## src/rtl/mbs_pkg.sv

```systemverilog
package mbs_pkg;
  localparam int BYTE_W = 8;

  // Byte lanes touched by a write: bit 1 = upper lane (even address), bit 0 = lower lane.
  function automatic logic [1:0] lane_mask(input logic a0, input logic wide_n);
    if (a0)           return 2'b01;
    else if (!wide_n) return 2'b11;
    else              return 2'b10;
  endfunction
endpackage

```

## src/rtl/mbs_delay.sv

```systemverilog
module mbs_delay #(
  parameter int W     = 1,
  parameter int DEPTH = 3
) (
  input  logic         clk,
  input  logic         rst_n,
  input  logic [W-1:0] din,
  output logic [W-1:0] cur,
  output logic [W-1:0] prv
);
  logic [DEPTH-1:0][W-1:0] st;

  always_ff @(posedge clk or negedge rst_n) begin
    if (!rst_n) st <= '0;
    else        st <= {st[DEPTH-2:0], din};
  end

  assign cur = st[DEPTH-2];
  assign prv = st[DEPTH-1];
endmodule

```

## src/rtl/mbs_decode.sv

```systemverilog
module mbs_decode #(
  parameter int          AW   = 16,
  parameter logic [15:0] BASE = 16'h4000
) (
  input  logic          clk,
  input  logic          rst_n,
  input  logic          e_cur,
  input  logic [AW-1:0] ad_cur,
  output logic [AW-1:0] addr_q,
  output logic          hit
);
  always_ff @(posedge clk or negedge rst_n) begin
    if (!rst_n)      addr_q <= '0;
    else if (!e_cur) addr_q <= ad_cur;
  end

  assign hit = (addr_q[AW-1:1] == BASE[AW-1:1]);

  AST_ADDR_FROZEN: assert property (@(posedge clk) disable iff (!rst_n)
    (e_cur && $past(e_cur)) |-> $stable(addr_q));
endmodule

```

## src/rtl/mbs_regs.sv

```systemverilog
module mbs_regs #(
  parameter int DW = 16
) (
  input  logic          clk,
  input  logic          rst_n,
  input  logic          wr_en,
  input  logic [1:0]    lanes,
  input  logic [DW-1:0] wdata,
  output logic [DW-1:0] rd_word
);
  import mbs_pkg::*;
  localparam int NB = DW / BYTE_W;

  for (genvar b = 0; b < NB; b++) begin : g_lane
    logic [BYTE_W-1:0] byte_q;
    always_ff @(posedge clk or negedge rst_n) begin
      if (!rst_n)                byte_q <= '0;
      else if (wr_en && lanes[b]) byte_q <= wdata[b*BYTE_W +: BYTE_W];
    end
    assign rd_word[b*BYTE_W +: BYTE_W] = byte_q;
  end

  AST_REG_HOLD: assert property (@(posedge clk) disable iff (!rst_n)
    !wr_en |=> $stable(rd_word));
endmodule

```

## src/rtl/mux_bus_slave.sv

```systemverilog
module mux_bus_slave #(
  parameter int          AW   = 16,
  parameter int          DW   = 16,
  parameter logic [15:0] BASE = 16'h4000,
  parameter int          SYNC = 2
) (
  input  logic          clk,
  input  logic          rst_n,
  input  logic          bus_e,
  input  logic          bus_rw,
  input  logic          bus_wide_n,
  input  logic [DW-1:0] ad_in,
  output logic [DW-1:0] ad_out,
  output logic          ad_oe,
  output logic [AW-1:0] addr_out,
  output logic [DW-1:0] data_out,
  output logic          cs_n,
  output logic          we_n
);
  import mbs_pkg::*;
  localparam int DEPTH = SYNC + 1;

  logic [2:0]    ctl_cur, ctl_prv;
  logic [DW-1:0] ad_cur, ad_prv;

  // Control and shared lines go through equal-length pipelines so they stay aligned.
  mbs_delay #(.W(3), .DEPTH(DEPTH)) u_ctl (
    .clk(clk), .rst_n(rst_n), .din({bus_e, bus_rw, bus_wide_n}),
    .cur(ctl_cur), .prv(ctl_prv));

  mbs_delay #(.W(DW), .DEPTH(DEPTH)) u_ad (
    .clk(clk), .rst_n(rst_n), .din(ad_in), .cur(ad_cur), .prv(ad_prv));

  logic e_cur, rw_cur, wide_cur, e_prv, rw_prv, wide_prv;
  assign {e_cur, rw_cur, wide_cur} = ctl_cur;
  assign {e_prv, rw_prv, wide_prv} = ctl_prv;

  logic e_fall;
  assign e_fall = e_prv && !e_cur;

  logic [AW-1:0] addr_q;
  logic          hit;
  mbs_decode #(.AW(AW), .BASE(BASE)) u_dec (
    .clk(clk), .rst_n(rst_n), .e_cur(e_cur), .ad_cur(ad_cur[AW-1:0]),
    .addr_q(addr_q), .hit(hit));

  logic          wr_en;
  logic [1:0]    lanes;
  logic [DW-1:0] rd_word;
  assign wr_en = e_fall && hit && !rw_prv;
  assign lanes = lane_mask(addr_q[0], wide_prv);

  mbs_regs #(.DW(DW)) u_regs (
    .clk(clk), .rst_n(rst_n), .wr_en(wr_en), .lanes(lanes),
    .wdata(ad_prv), .rd_word(rd_word));

  logic data_phase;
  assign data_phase = e_cur && hit;
  assign cs_n   = !data_phase;
  assign we_n   = !(data_phase && !rw_cur);
  assign ad_oe  = data_phase && rw_cur;
  assign ad_out = rd_word;

  logic [DW-1:0] data_q;
  always_ff @(posedge clk or negedge rst_n) begin
    if (!rst_n)      data_q <= '0;
    else if (e_fall) data_q <= (hit && rw_prv) ? rd_word : ad_prv;
  end
  assign data_out = data_q;
  assign addr_out = addr_q;

  AST_NO_ADDR_DRIVE: assert property (@(posedge clk) disable iff (!rst_n)
    !e_cur |-> !ad_oe);
  AST_OE_OFF_AT_FALL: assert property (@(posedge clk) disable iff (!rst_n)
    e_fall |-> !ad_oe);
  AST_WE_NEEDS_CS: assert property (@(posedge clk) disable iff (!rst_n)
    !we_n |-> !cs_n);
  AST_OE_WE_EXCL: assert property (@(posedge clk) disable iff (!rst_n)
    !(ad_oe && !we_n));
  AST_WIDTH_STEADY: assert property (@(posedge clk) disable iff (!rst_n)
    (e_cur && $past(e_cur)) |-> $stable(wide_cur));
endmodule

```

## config.mk

```make
export PLATFORM = sky130hd
export DESIGN_NAME = mux_bus_slave
export DESIGN_NICKNAME = d
export VERILOG_FILES = /design/src/rtl/mbs_pkg.sv /design/src/rtl/mbs_delay.sv /design/src/rtl/mbs_decode.sv /design/src/rtl/mbs_regs.sv /design/src/rtl/mux_bus_slave.sv
export SDC_FILE = /design/constraint.sdc
export NUM_CORES = 1
export LEC_CHECK = 0
export ABC_AREA = 1
export BUFFER_PORTS_ARGS = -buffer_cell sky130_fd_sc_hd__buf_2
export CORE_MARGIN = 5
export CORE_UTILIZATION = 50
export DETAILED_ROUTE_END_ITERATION = 16
export PLACE_DENSITY = 0.76
export SYNTH_ARGS = -nofsm -noshare
export SYNTH_HDL_FRONTEND = slang
export SYNTH_SLANG_ARGS = --single-unit
```

## constraint.sdc

```tcl
create_clock -name clk -period 1.7 [get_ports clk]
set_clock_uncertainty 0.05 [all_clocks]
set_input_delay 0.255 -clock clk [delete_from_list [all_inputs] [get_ports clk]]
set_output_delay 0.255 -clock clk [all_outputs]
set_load 0.02 [all_outputs]
```

Yosys cells after proc, flatten, opt, wreduce, memory -nomap -nowiden
Index checks and enable logic that the tools add are counted. Widths: inputs -> output; s select.

Equality and inequality tests: 1. Muxes and demuxes: 3. Reductions and logical operators: 14.

Operator list (count): $mux 16 (1); $eq 15x14->1 const B (1); $logic_and 1x1->1 (9); $logic_not 1->1 (5); $mux 2 (1); $mux 1 (1).

Logic and storage cells: 28. Output and inout port bits: 51. Register bits after elaboration: 105.

Logic depth before layout (Yosys ltp)
Gate-level depths: netlist of the first run.

Depth in word-level cells: 5. Depth in mapped cells: 9. Depth with buffers taken out: 8.

Modules after synthesis
Synthesis of the first run repeated with hierarchy kept, for this count alone.

Cell total of the unflattened synthesis: 387. Area total of the unflattened synthesis: 4106.4 um^2.

Modules (own cells, without submodules): mbs_delay (u_ad) (cells an instance 80, seq. area each 1201.2 um^2, area each 1441.4 um^2, times used 1); mux_bus_slave (cells an instance 147, seq. area each 400.4 um^2, area each 1023.5 um^2, times used 1); mbs_decode (cells an instance 75, seq. area each 400.4 um^2, area each 725.7 um^2, times used 1); mbs_regs (cells an instance 70, seq. area each 400.4 um^2, area each 645.6 um^2, times used 1); mbs_delay (u_ctl) (cells an instance 15, seq. area each 225.2 um^2, area each 270.3 um^2, times used 1).

Worst setup path before layout of the first run
No wires, ideal clock.

Path kind: register -> output. From: register u_dec.addr_q[12]. To: output ad_oe. Data required time: 1.395 ns. Arrival time: 1.551 ns. Path buffers: 0. Cell stages (with the launch flop): 6. Path slack: -0.156 ns. Cell sequence: dfrtp_1 nor2_1 nand2_1 nor2_2 nand3_1 nor2_1.

Cells in the longest elaborated chain, start to end: 3.

Ends and longest elaborated chain: start: declaration (line mbs_decode.sv:9) `output logic [AW-1:0] addr_q,`; start signal: assignment (line mbs_decode.sv:14) `else if (!e_cur) addr_q <= ad_cur;`; $eq 15x14->1 (line mbs_decode.sv:17) `assign hit = (addr_q[AW-1:1] == BASE[AW-1:1]);`; $logic_and 1x1->1 (line mux_bus_slave.sv:58) `assign data_phase = e_cur && hit;`; $logic_and 1x1->1 (line mux_bus_slave.sv:61) `assign ad_oe = data_phase && rw_cur;`; end: declaration (line mux_bus_slave.sv:14) `output logic ad_oe,`.

Every way passes these cells.

Worst setup path after layout of the first run
From: register u_dec.addr_q[14]. To: output ad_oe.

Same word-level chain as after synthesis.

==> results list, run 1 <==
- Post-Synth Adder-Cell Area: 0%
* Leakage dissipation: 2.464 nW
- In the synthesized netlist, mux cells make up under 10% of the area.
- In this run the worst hold path is classified as flop to flop.
- Via count of the first global-routing pass: 2677
- Summing the areas of all xor and xnor instances in the mapped netlist gives 0% of the synthesized area.
* Hold-critical path depth: 0
- DR vias: ~2.5k
- The clock drives 105 sinks.
* Endpoint required time on the critical path: 1390 ps
- The worst pin sits at a relative slew slack of 63.73%.
* Highest fanout seen on the critical path: 3
- The worst-case IR drop observed on VDD is 0.6154 mV.
* Sum of routed wire length over all layers: 7.766 mm
- Number of port buffers: between 70 and 80
- The synthesized netlist devotes 4.231% of its cell area to compound gates.
* Later-pin clock latency in the skew report: between 300 and 400 ps
- Routability congestion estimate: 0.8452
- Of the available clock period, the critical path in the final layout requires 106.4%.
* Post-synthesis sequential area ratio: 69.42%
- Routed Antenna Nets: 0
- The tightest hold path in the finished design has a slack of 304.0 ps.
- Subtracting the final worst setup slack from the clock period gives 1809 ps.
- In the routed design, unresolved DRC markers number 0.
- Setup TNS: -251.2 ps
- The library cell used most frequently in the layout, excluding fill and tap cells, is dfrtp_1.
- Entering global routing, the biggest net connects 38 pins.
- Setup slack on the critical path of the routed design comes to -109.3 ps.
- CTS placed an instance of clkbuf_8 at the clock tree root.
- In the final design database the tool counted about 460 nets.
- Max-cap violations in this run came to 0.
- Placed Area: 4294 um2
- Status: finished, violations left
- STA classifies the critical path startpoint as a flop.
- Global routing finished with a remaining overflow of 0.
- The post-route netlist has 36.82% of its cells at a drive strength greater than 1.
- Data on the critical path arrives at its endpoint at about 1500 ps.
- Top cell type's share of synthesized area: 69.42%
- 0 antenna diodes ended up in the layout.
* Pin slew with the least headroom to its limit: approximately 540 ps
* Number of buffers between clock root and the deepest sink: 2
* Placeable Area: 7331 um2
- Leaving out fill and tap cells, the most frequent cells in the layout are dfrtp_1 (105), buf_2 (67), nand2_1 (65), inv_1 (37), buf_4 (22).
- Wire per inst: 14.41 um
- Setup repair after global routing could not meet its margin everywhere.
- I/O pin count: 72
- The Yosys step of the flow raised 0 warnings.
- The synthesized design contains 105 register bits.
* Worst slack, placed: ~4.8 ps
- Largest area contributor in the netlist: dfrtp_1
- The first global-routing pass estimated 12.94 mm of wire.
- Worst Setup Path Type: flop to output pin
* Full die area: about 9400 um2
- Basic-gate share of the synthesized area counting and, or, nand and nor cells: 16.86%
* Area used by multi-input combinational logic: 1020 um2
- Layout-stage area growth over the synthesis result: 30.15%
- Summing every instance area after synthesis gives 3785 um2.
- The filler cells instantiated in the layout total 510.
- Final std cell area, no fill: 4926 um2
- The detailed router finished its first iteration with between 80 and 90 violations.
- For this configuration, the core starts out at a cell density of 51.63%.
- The first detailed-routing pass took 4 iterations.
- Highest Clock Rate: 552.7 MHz
- Initial antenna violation count: 0
- The number of nets in the synthesized netlist is 338.
* Mean instance size in the synthesized netlist: 11.94 um2
- STA classifies the critical path endpoint as an output pin.
- FF-to-FF path depth: 9
* Power density over the cells: 945.9 nW/um2
- Clock buffer count from CTS: 9
- Count of different cell masters after synthesis: 21
* Largest family of logic cells by synthesized area: simple AND/OR/NAND/NOR gates
- Top cells by area, synth: dfrtp_1 (69%), nand2_1 (6.6%), o21ai_2 (3.7%)
- Worst-path clk slew: 90 ps
- Global routing used 17.16% of the available tracks.
- The floorplan has 31 rows.
* Number of endpoints failing setup at the final stage: 3
* Slew Viols, Final: 0
- Clock tree from TritonCTS: built
* Number of levels the H-tree was split into: 3
- Final hold violation count: 0
- Flip-flop and latch area: ~2600 um2
* Violated checks: setup timing
- Synthesis produced 317 cells.
- Die Y: 97.01 um
* DPL Wire Length: 5.249 mm
- Overall die width: a little under 100 um
* Number of vias per cell after detailed routing: between 4 and 5
timing repair:
action                                  4_1_cts  5_1_grt
buffers inserted                             13        5
pin swaps                                     7       12
cloned                                        0        3
hold buffers                                 20        0
hold endpoints to repair                     53        0
endpoints found under the setup margin        9       35
gates resized for setup                      11        9
cells in the mapped netlist, drive strengths merged:
cell	instances
nand2	71
nor2	20
a21oi	4
mux2	12
o21ai	16
clkbuf	3
buf	9
dfrtp	105
nand3	18
nand4	19
or2	1
inv	39
final timing paths:
kind / start / to / slack, ps
setup / recovery: u_dec.addr_q[14] / ad_oe / -110
hold / removal: u_ad.st[4] / u_ad.cur[4] / 300
setup reg to reg: u_dec.addr_q[14] / data_out[1] / 70
hold reg to reg: u_ad.st[4] / u_ad.cur[4] / 300
max in group asynchronous: rst_n / u_dec.addr_q[13] / 740
min in group asynchronous: rst_n / u_ad.cur[1] / 360
cells by family after synthesis:
| group | after synthesis |
|---|---|
| flip-flops | 105 |
| multiplexers | 12 |
| buffers and inverters | 51 |
| AND/OR/NAND/NOR | 129 |
| AO/OA/AOI/OAI | 20 |
area by class of cell:
type                            instances  share of cell area, %
Inverter                               39                  2.972
Tap cell                               99                  2.515
Timing Repair Buffer                  118                  16.99
Sequential cell                       105                  53.34
Multi-Input combinational cell        163                  20.70
Clock inverter                          4                 0.6096
Clock buffer                           11                  2.870
sequential cells by signal, indices dropped and copies added (netlist names):
register,count
u_regs.g_lane.byte_q,16
u_ad.cur,16
u_ctl.prv,3
u_ctl.st,3
u_dec.addr_q,16
u_ad.prv,16
u_ctl.cur,3
u_ad.st,16
data_out,16
metal layers:
layer / part of all wire, % / GRT usage (%) / up-vias / wire length (um)
met2: 52 / 28.50 / 63 / 4073
met4: 1.5 / 7.667 / 0 / 115
li1: - / - / 1252 / -
met3: 4.7 / 4.676 / 12 / 365
met5: 0 / 0 / - / 0
met1: 41 / 20.96 / 1217 / 3212
power by group:
group | switching (mW) | total (mW) | leakage [nW] | internal, mW
logic | 0.346 | 0.574 | 1.11 | 0.229
clock network | 0.792 | 1.36 | 0.0854 | 0.568
registers | 0.0771 | 2.73 | 1.27 | 2.65
worst max-delay path: stages, from the launching register on:
cell and delay, ps:
dfrtp_1 390, inv_2 50, nor2_2 110, nand2_2 100, nor2_4 150, nand3_4 120
nor2_4 100, buf_6 120
metrics by stage:
stage          std cells  total power, mW  utilization, %
3_3_place_gp         483            3.247           58.58
5_1_grt              539            4.874           67.20
6_report             539            4.659           67.20
4_1_cts              531            4.689           65.51
3_5_place_dp         483            3.266           58.58
2_1_floorplan        317            3.033               -
Note: power is estimated with default switching activity, not from simulation.
==> inputs of run 2 (changes only) <==
Settings changed: ABC_AREA 1 to 0, CAP_MARGIN from default to 20, PLACE_DENSITY 0.76 to 0.77.
==> results list, run 2 <==
- The share of synthesized area in the top cell type comes to 74.28%.
- TritonCTS built the clock tree.
* Setup repair after global routing missed its margin: yes
* Post-synthesis sequential element count: ~110
- The number of global-route vias before repair is 2234.
* Count of inserted antenna diode cells: 0
- In the synthesized netlist the dominant register cell turns out to be dfrtp_1.
* Clock Sinks: ~110
- Power spread over the standard cell area amounts to 1059 nW/um2.
- Endpoint required time on the critical path: ~1400 ps
- Synth Instances: 232
- Switching power share of the total: a little under a quarter
- At the pin with the least slew margin, the transition time is about 520 ps.
* Worst-path clk slew: about 100 ps
- Summed over all nets, the switching power comes to 1.174 mW.
- The mapped netlist covers ~3500 um2.
- Final hold violation count: 0
* Peak VDD IR: 1.026 mV
- Buffering stage count on the worst path with inverters included: 1
- Kind of launch point of the worst setup path: flop
- Fraction of layout cells with a size suffix above 1: 47.47%
- The floorplan step defined a die boundary enclosing 8857 um2.
- Category of cells accounting for the largest share of critical-path delay: simple AND/OR/NAND/NOR gates
- Layout-stage area growth over the synthesis result: 36.79%
- At the later pin of the worst-skew pair, clock insertion delay measures 360 ps.
- Count of different cell masters after synthesis: 24
- After global routing the overflow that remains totals 0.
- Entering global routing, the biggest net connects 106 pins.
- Shortest clock period the worst path allows after layout: 2129 ps
- The worst register-to-register path has a depth of 6.
* Max-cap violation count: 0
* Overall die width: 94.11 um
* Status: finished, violations left
- The clock network accounts for 35.8% of the total power.
* Number of levels the H-tree was split into: 3
- In the routed layout, each cell is associated on average with a via count of 4.965.
- Clock tree synthesis inserted a total of 9 buffers.
- For this run, the top clock speed supported by timing is 469.6 MHz.
- Overall power consumption after layout is estimated at 5.126 mW.
- Slew Viols, Final: 0
- Initial antenna violation count: 0
- Net Count, Synth: 253
- Of all nets on the critical path, the largest fanout is 3.
- Logic depth of the worst path, buffers included: 5
* DR vias: 2244
- In this run the deepest clock path goes through 2 buffers.
* Leakage dissipation: 2.312 nW
- Dominant cell by count in the synthesized netlist: dfrtp_1
- In this run, flip-flops and latches consume between 50% and 60% of the power.
- The floorplan has 30 rows.
* Hold-critical path depth: 0
- In this run the tightest slew margin relative to its limit is 65.23%.
- Number of iterations in the first detailed-routing pass: 4
- For this configuration, the core starts out at a cell density of approximately half.
- Cell Count, Final, Fillers Out: roughly 450
- Ranking of synthesized cells by instance count: dfrtp_1 (105), nand2_1 (33), mux2_2 (31), nand3_1 (16), o211ai_1 (16)
- Final cycle utilization of the critical path: 125.3%
- Number of flops mapped to enable cells by yosys: 0
- After synthesis, the mean cell area works out to 15.25 um2.
- After detailed routing, the total wire length is 7.220 mm.
- In the layout the commonest cells are dfrtp_1 (101), buf_2 (67), nand2_1 (32), mux2_2 (28), buf_4 (21).
- By area the synthesized netlist is led by dfrtp_1 (74%), mux2_2 (9.9%), nand2_1 (3.5%).
* Violation count after the first detailed-route iteration: 185
- The core region is around 6800 um2.
- Worst slack, placed: -223.9 ps
* Largest area contributor in the netlist: dfrtp_1
* Number of port buffers: 71
- Routed Antenna Nets: 0
- The checks that failed: setup timing.
- Final setup slack of the worst path: -429.5 ps
* Root Buffer Master: clkbuf_8
* Most common cell after layout, fill and taps aside: dfrtp_1
- I/O pin count: a little over 70
* Critical path's slowest cell: dfrtp_1
- Setup violations remaining at the end of the flow were counted as 19.
- Dpl cells: a little over 400
- Die Y: 94.11 um
- DPL Wire Length: 4.517 mm
- Pint: 3.952 mW
- Remaining DRCs: 0
- In the global route stage, overall resource usage came out at 16.75%.
* Worst Setup Path Type: flop to output pin
* Total Nets Final: 372
- After routing the design area is 4838 um2.
- Final core utilization: between 70% and 80%
- After detailed routing, the average wire length per cell comes to 15.97 um.
- Worst path arrival time: 1820 ps
- Of the total power, combinational logic draws a little over a tenth.
- The first global-routing pass estimated 11.27 mm of wire.
- Number of warning messages in the yosys log: 0
- CP cell instances: nor4_1 -> and4_4 -> nand2_4 -> or2_4 -> buf_6
- Routability congestion estimate: 0.7119
* Min-delay worst type: flop to flop
- Post-synthesis sequential area ratio: 74.28%
- Once placement finished, the instance area stood at 4199 um2.
- Counting flops with an async set or reset pin after synthesis yields a share of 100.0%.
* Critical path's largest stage delay: approximately 420 ps
* Critical path endpoint category: output pin
[run 2: what timing repair did]
| item | 4_1_cts | 5_1_grt |
|---|---|---|
| buffers inserted | 3 | 3 |
| cloned | 0 | 3 |
| endpoints found under the hold margin | 124 | 0 |
| hold buffers | 20 | 0 |
| setup endpoints to repair | 19 | 35 |
| pin swaps | 4 | 13 |
| gates resized for setup | 9 | 13 |
[run 2: logic make-up after synthesis]
group,Yosys count,synth area share [%]
buffers and inverters,11,1.238
AOI/OAI and AO/OA,16,3.396
DFF,105,74.28
muxes,32,10.19
and+or+nand+nor,68,10.90
[run 2: worst paths after layout]
kind	slack, ps	end	from
setup / recovery	-430	we_n	u_dec.addr_q[12]
hold / removal	300	u_ad.cur[4]	u_ad.st[4]
setup reg to reg	-270	u_regs.g_lane[0].byte_q[2]	u_dec.addr_q[15]
hold reg to reg	300	u_ad.cur[4]	u_ad.st[4]
max in group asynchronous	750	u_dec.addr_q[7]	rst_n
min in group asynchronous	450	u_ad.st[1]	rst_n
[run 2: per-layer routing]
metal	global-route usage [%]	up-vias	wire length (um)	part of all wire, %
met1	22.08	1118	2962	41
li1	-	1044	-	-
met5	0	-	0	0
met3	4.407	7	466	6.5
met4	7.581	0	84	1.2
met2	26.08	75	3707	51
[run 2: per-stage QoR]
stage | hold WS, ps | TNS (ps)
CTS | 305.2 | -5269
floorplan | -90.59 | -2507
global route | 308.6 | -6880
finish | 303.3 | -4951
detailed placement | 284.7 | -3113
global placement | 281.2 | -2006
[run 2: final cells by class]
type	instances	area, um2
Clock inverter	4	98.84
Fill cell	453	1993
Timing Repair Buffer	119	879.6
Sequential cell	105	2633
Tap cell	96	120.1
Clock buffer	12	155.1
Multi-Input combinational cell	116	952.2
[run 2: power groups by stage]
stage          Clock [mW]  Combinational (mW)  Sequential, mW
2_1_floorplan           0               0.133            2.89
3_3_place_gp            0               0.495            2.79
3_5_place_dp            0               0.502            2.80
4_1_cts              1.87               0.543            2.75
5_1_grt              1.98               0.594            2.77
6_report             1.83               0.542            2.75
==> inputs of run 3 (changes only) <==
Settings changed: CORE_MARGIN 5 to 2, PLACE_DENSITY 0.77 to 0.76, SYNTH_HIERARCHICAL from default to 1.
==> results list, run 3 <==
- Number of iterations in the first detailed-routing pass: 4
* Shortest clock period the worst path allows after layout: 2199 ps
- Final setup slack of the worst path: -499.0 ps
- The routed design has slightly above 6 mm of wire.
- Clock buffer count from CTS: 9
- Violated checks: setup timing
- Die Y: 90.75 um
- CP cell instances: nor4_4 -> and4_4 -> buf_6 -> nand2_4 -> or2_4 -> buf_6
- Number of port buffers: between 70 and 80
* Worst-path clk slew: 90 ps
- Tot Pwr: 4.942 mW
- The critical path contains buffers and inverters numbering 2 combined.
- Overall die width: 90.75 um
- Launching point of the worst reg2reg path: u_dec/addr_q[13]
* Max-cap violation count: 0
- Setup TNS: -8455 ps
- Highest Clock Rate: 454.8 MHz
* Violation count after the first detailed-route iteration: 83
* Final hold violation count: 0
- Most frequent cells in the layout: dfrtp_1 (99), buf_2 (67), mux2_2 (21), dlygate4sd3_1 (20), buf_4 (18)
* Overall fraction of global-route tracks in use: 16.50%
- Number of buffers between clock root and the deepest sink: 2
- For the worst setup path, the data required time is 1390 ps.
* Filler cell count in the final layout: 565
- Kind of launch point of the worst setup path: flop
- Worst path arrival time: 1890 ps
- Clock tree synthesis selected as its root buffer the cell clkbuf_8.
- For hold timing, the worst endpoint is u_ad/cur[0].
- In the synthesized netlist, the number of instances is 243.
- After layout, the worst path uses 129.4% of the clock period.
* Number of levels the H-tree was split into: 3
- Peak VDD IR: 0.5922 mV
* Destination of the worst register-to-register timing path: u_regs/g_lane[0].byte_q[7]
- Worst Hold Margin: 301.1 ps
* Cell row count: 31
- Headroom to the max-slew limit came out at between 60% and 70%.
- Setup repair after global routing could not meet its margin everywhere.
* Remaining DRCs: 0
* Routability congestion estimate: 0.7375
- Post-synthesis instance area: approximately 3800 um2
* I/O pin count: between 70 and 80
- Power density over the cells: around 1100 nW/um2
* Pin count of the biggest net entering global routing: 106
* Critical path endpoint category: output pin
- In this run the static leakage power is 2.379 nW.
- Layout-stage area growth over the synthesis result: 23.25%
- Wire per inst: 14.36 um
- Clock tree from TritonCTS: built
- Number of endpoints failing setup at the final stage: 35
- The first global-routing pass estimated 10.35 mm of wire.
- Highest fanout seen on the critical path: 2
- Initial antenna violation count: 0
- The setup check on the worst reg-to-reg path leaves a slack of -370 ps.
- Number of warning messages in the yosys log: 6
- The clock drives 105 sinks.
- Cell Count, Final, Fillers Out: 427
- The worst hold path begins at u_ad/st[0].
- Most Frequent Cell on Critical Path: buf_6
- The die covers ~8000 um2.
* Mean instance size in the synthesized netlist: about 15 um2
- Routed Antenna Nets: 0
- 0 antenna diodes ended up in the layout.
- Critical path's largest stage delay: 420 ps
- Slew Viols, Final: 0
* Hold-critical path depth: 0
* Net Count, Synth: 264
* Later-pin clock latency in the skew report: 350 ps
- The library cell used most frequently in the layout, excluding fill and tap cells, is dfrtp_1.
- On the critical path the largest part of the delay comes from simple AND/OR/NAND/NOR gates.
- The run finished, with violations left.
* Total Nets Final: ~340
* Fraction of layout cells with a size suffix above 1: 48.17%
- Number of vias per cell after detailed routing: 4.504
* Worst Setup Path Type: flop to output pin
- Via count of the first global-routing pass: between 1.5k and 2k
* DPL Wire Length: 3.947 mm
- Pin slew with the least headroom to its limit: 521.7 ps
- The floorplan step defined a core boundary enclosing 7253 um2.
- Starting density of the core: 51.87%
- The worst hold path belongs to the class flop to flop.
- Dpl cells: 389
* DR vias: between 1.5k and 2k
* FF-to-FF path depth: 6
* Total gr overflow: 0
- Critical path's slowest cell: dfrtp_1
[run 3: cell types whose count changed in the layout (fill, tap and decap cells not counted), sizes merged, moves of 4 or more]
cell / change
mux2i: +16
nand3: -16
o211ai: -16
o21ai: +16
nand2: -11
buf: -6
clkbuf: -4
[run 3: worst max path at each step]
stage	endpoint	cells past startpoint	slack (ps)	start
after floorplan	u_regs/g_lane[0].byte_q[0]	5	-110	u_dec/addr_q[2]
after global placement	u_regs/g_lane[1].byte_q[3]	5	-340	u_dec/addr_q[9]
after detailed placement	u_regs/g_lane[1].byte_q[0]	5	-370	u_dec/addr_q[9]
after CTS	we_n	6	-500	u_dec/addr_q[13]
after global routing	we_n	6	-570	u_dec/addr_q[13]
final	we_n	6	-500	u_dec/addr_q[13]
[run 3: timing repair]
action,in CTS,in global routing
hold buffers,20,0
setup endpoints to repair,35,35
hold endpoints to repair,124,0
gates cloned,1,0
buffers inserted,1,1
pin swaps,3,3
resized for setup,21,7
[run 3: layout make-up]
cell class	instances	area (um2)	share of cell area, %
Clock buffer	10	137.6	2.968
Clock inverter	6	90.09	1.943
Inverter	1	3.754	0.08095
Multi-Input combinational cell	95	895.9	19.32
Sequential cell	105	2635	56.83
Tap cell	99	123.9	2.671
Timing Repair Buffer	111	750.7	16.19
[run 3: through the flow]
stage	instance area (um2)	util, %	worst slack (ps)
after floorplan	3787	-	-107.8
after global placement	4085	56.32	-338.3
after detailed placement	4085	56.32	-368.2
after CTS	4606	63.50	-504.8
after global routing	4637	63.93	-571.0
final	4637	63.93	-499.0
[run 3: worst reg2reg max path: cells and delay by family, from the launching register on]
family,cells,cell delay (ps)
buffers and inverters,1,120
DFF,1,420
muxes,1,320
and+or+nand+nor,4,1050
[run 3: layer usage]
layer	track usage [%]	routed length, um	up-vias
met1	22.02	2723	926
met3	3.923	280	10
met2	25.19	2986	46
met4	8.846	142	0
li1	-	-	941
met5	0	0	-
[run 3: power breakdown]
group          internal [mW]  total (mW)  leakage (nW)  switching (mW)
logic                  0.235       0.519         0.999           0.284
registers               2.65        2.74          1.27          0.0919
clock network          0.874        1.68         0.113           0.805
total                   3.76        4.94          2.38            1.18
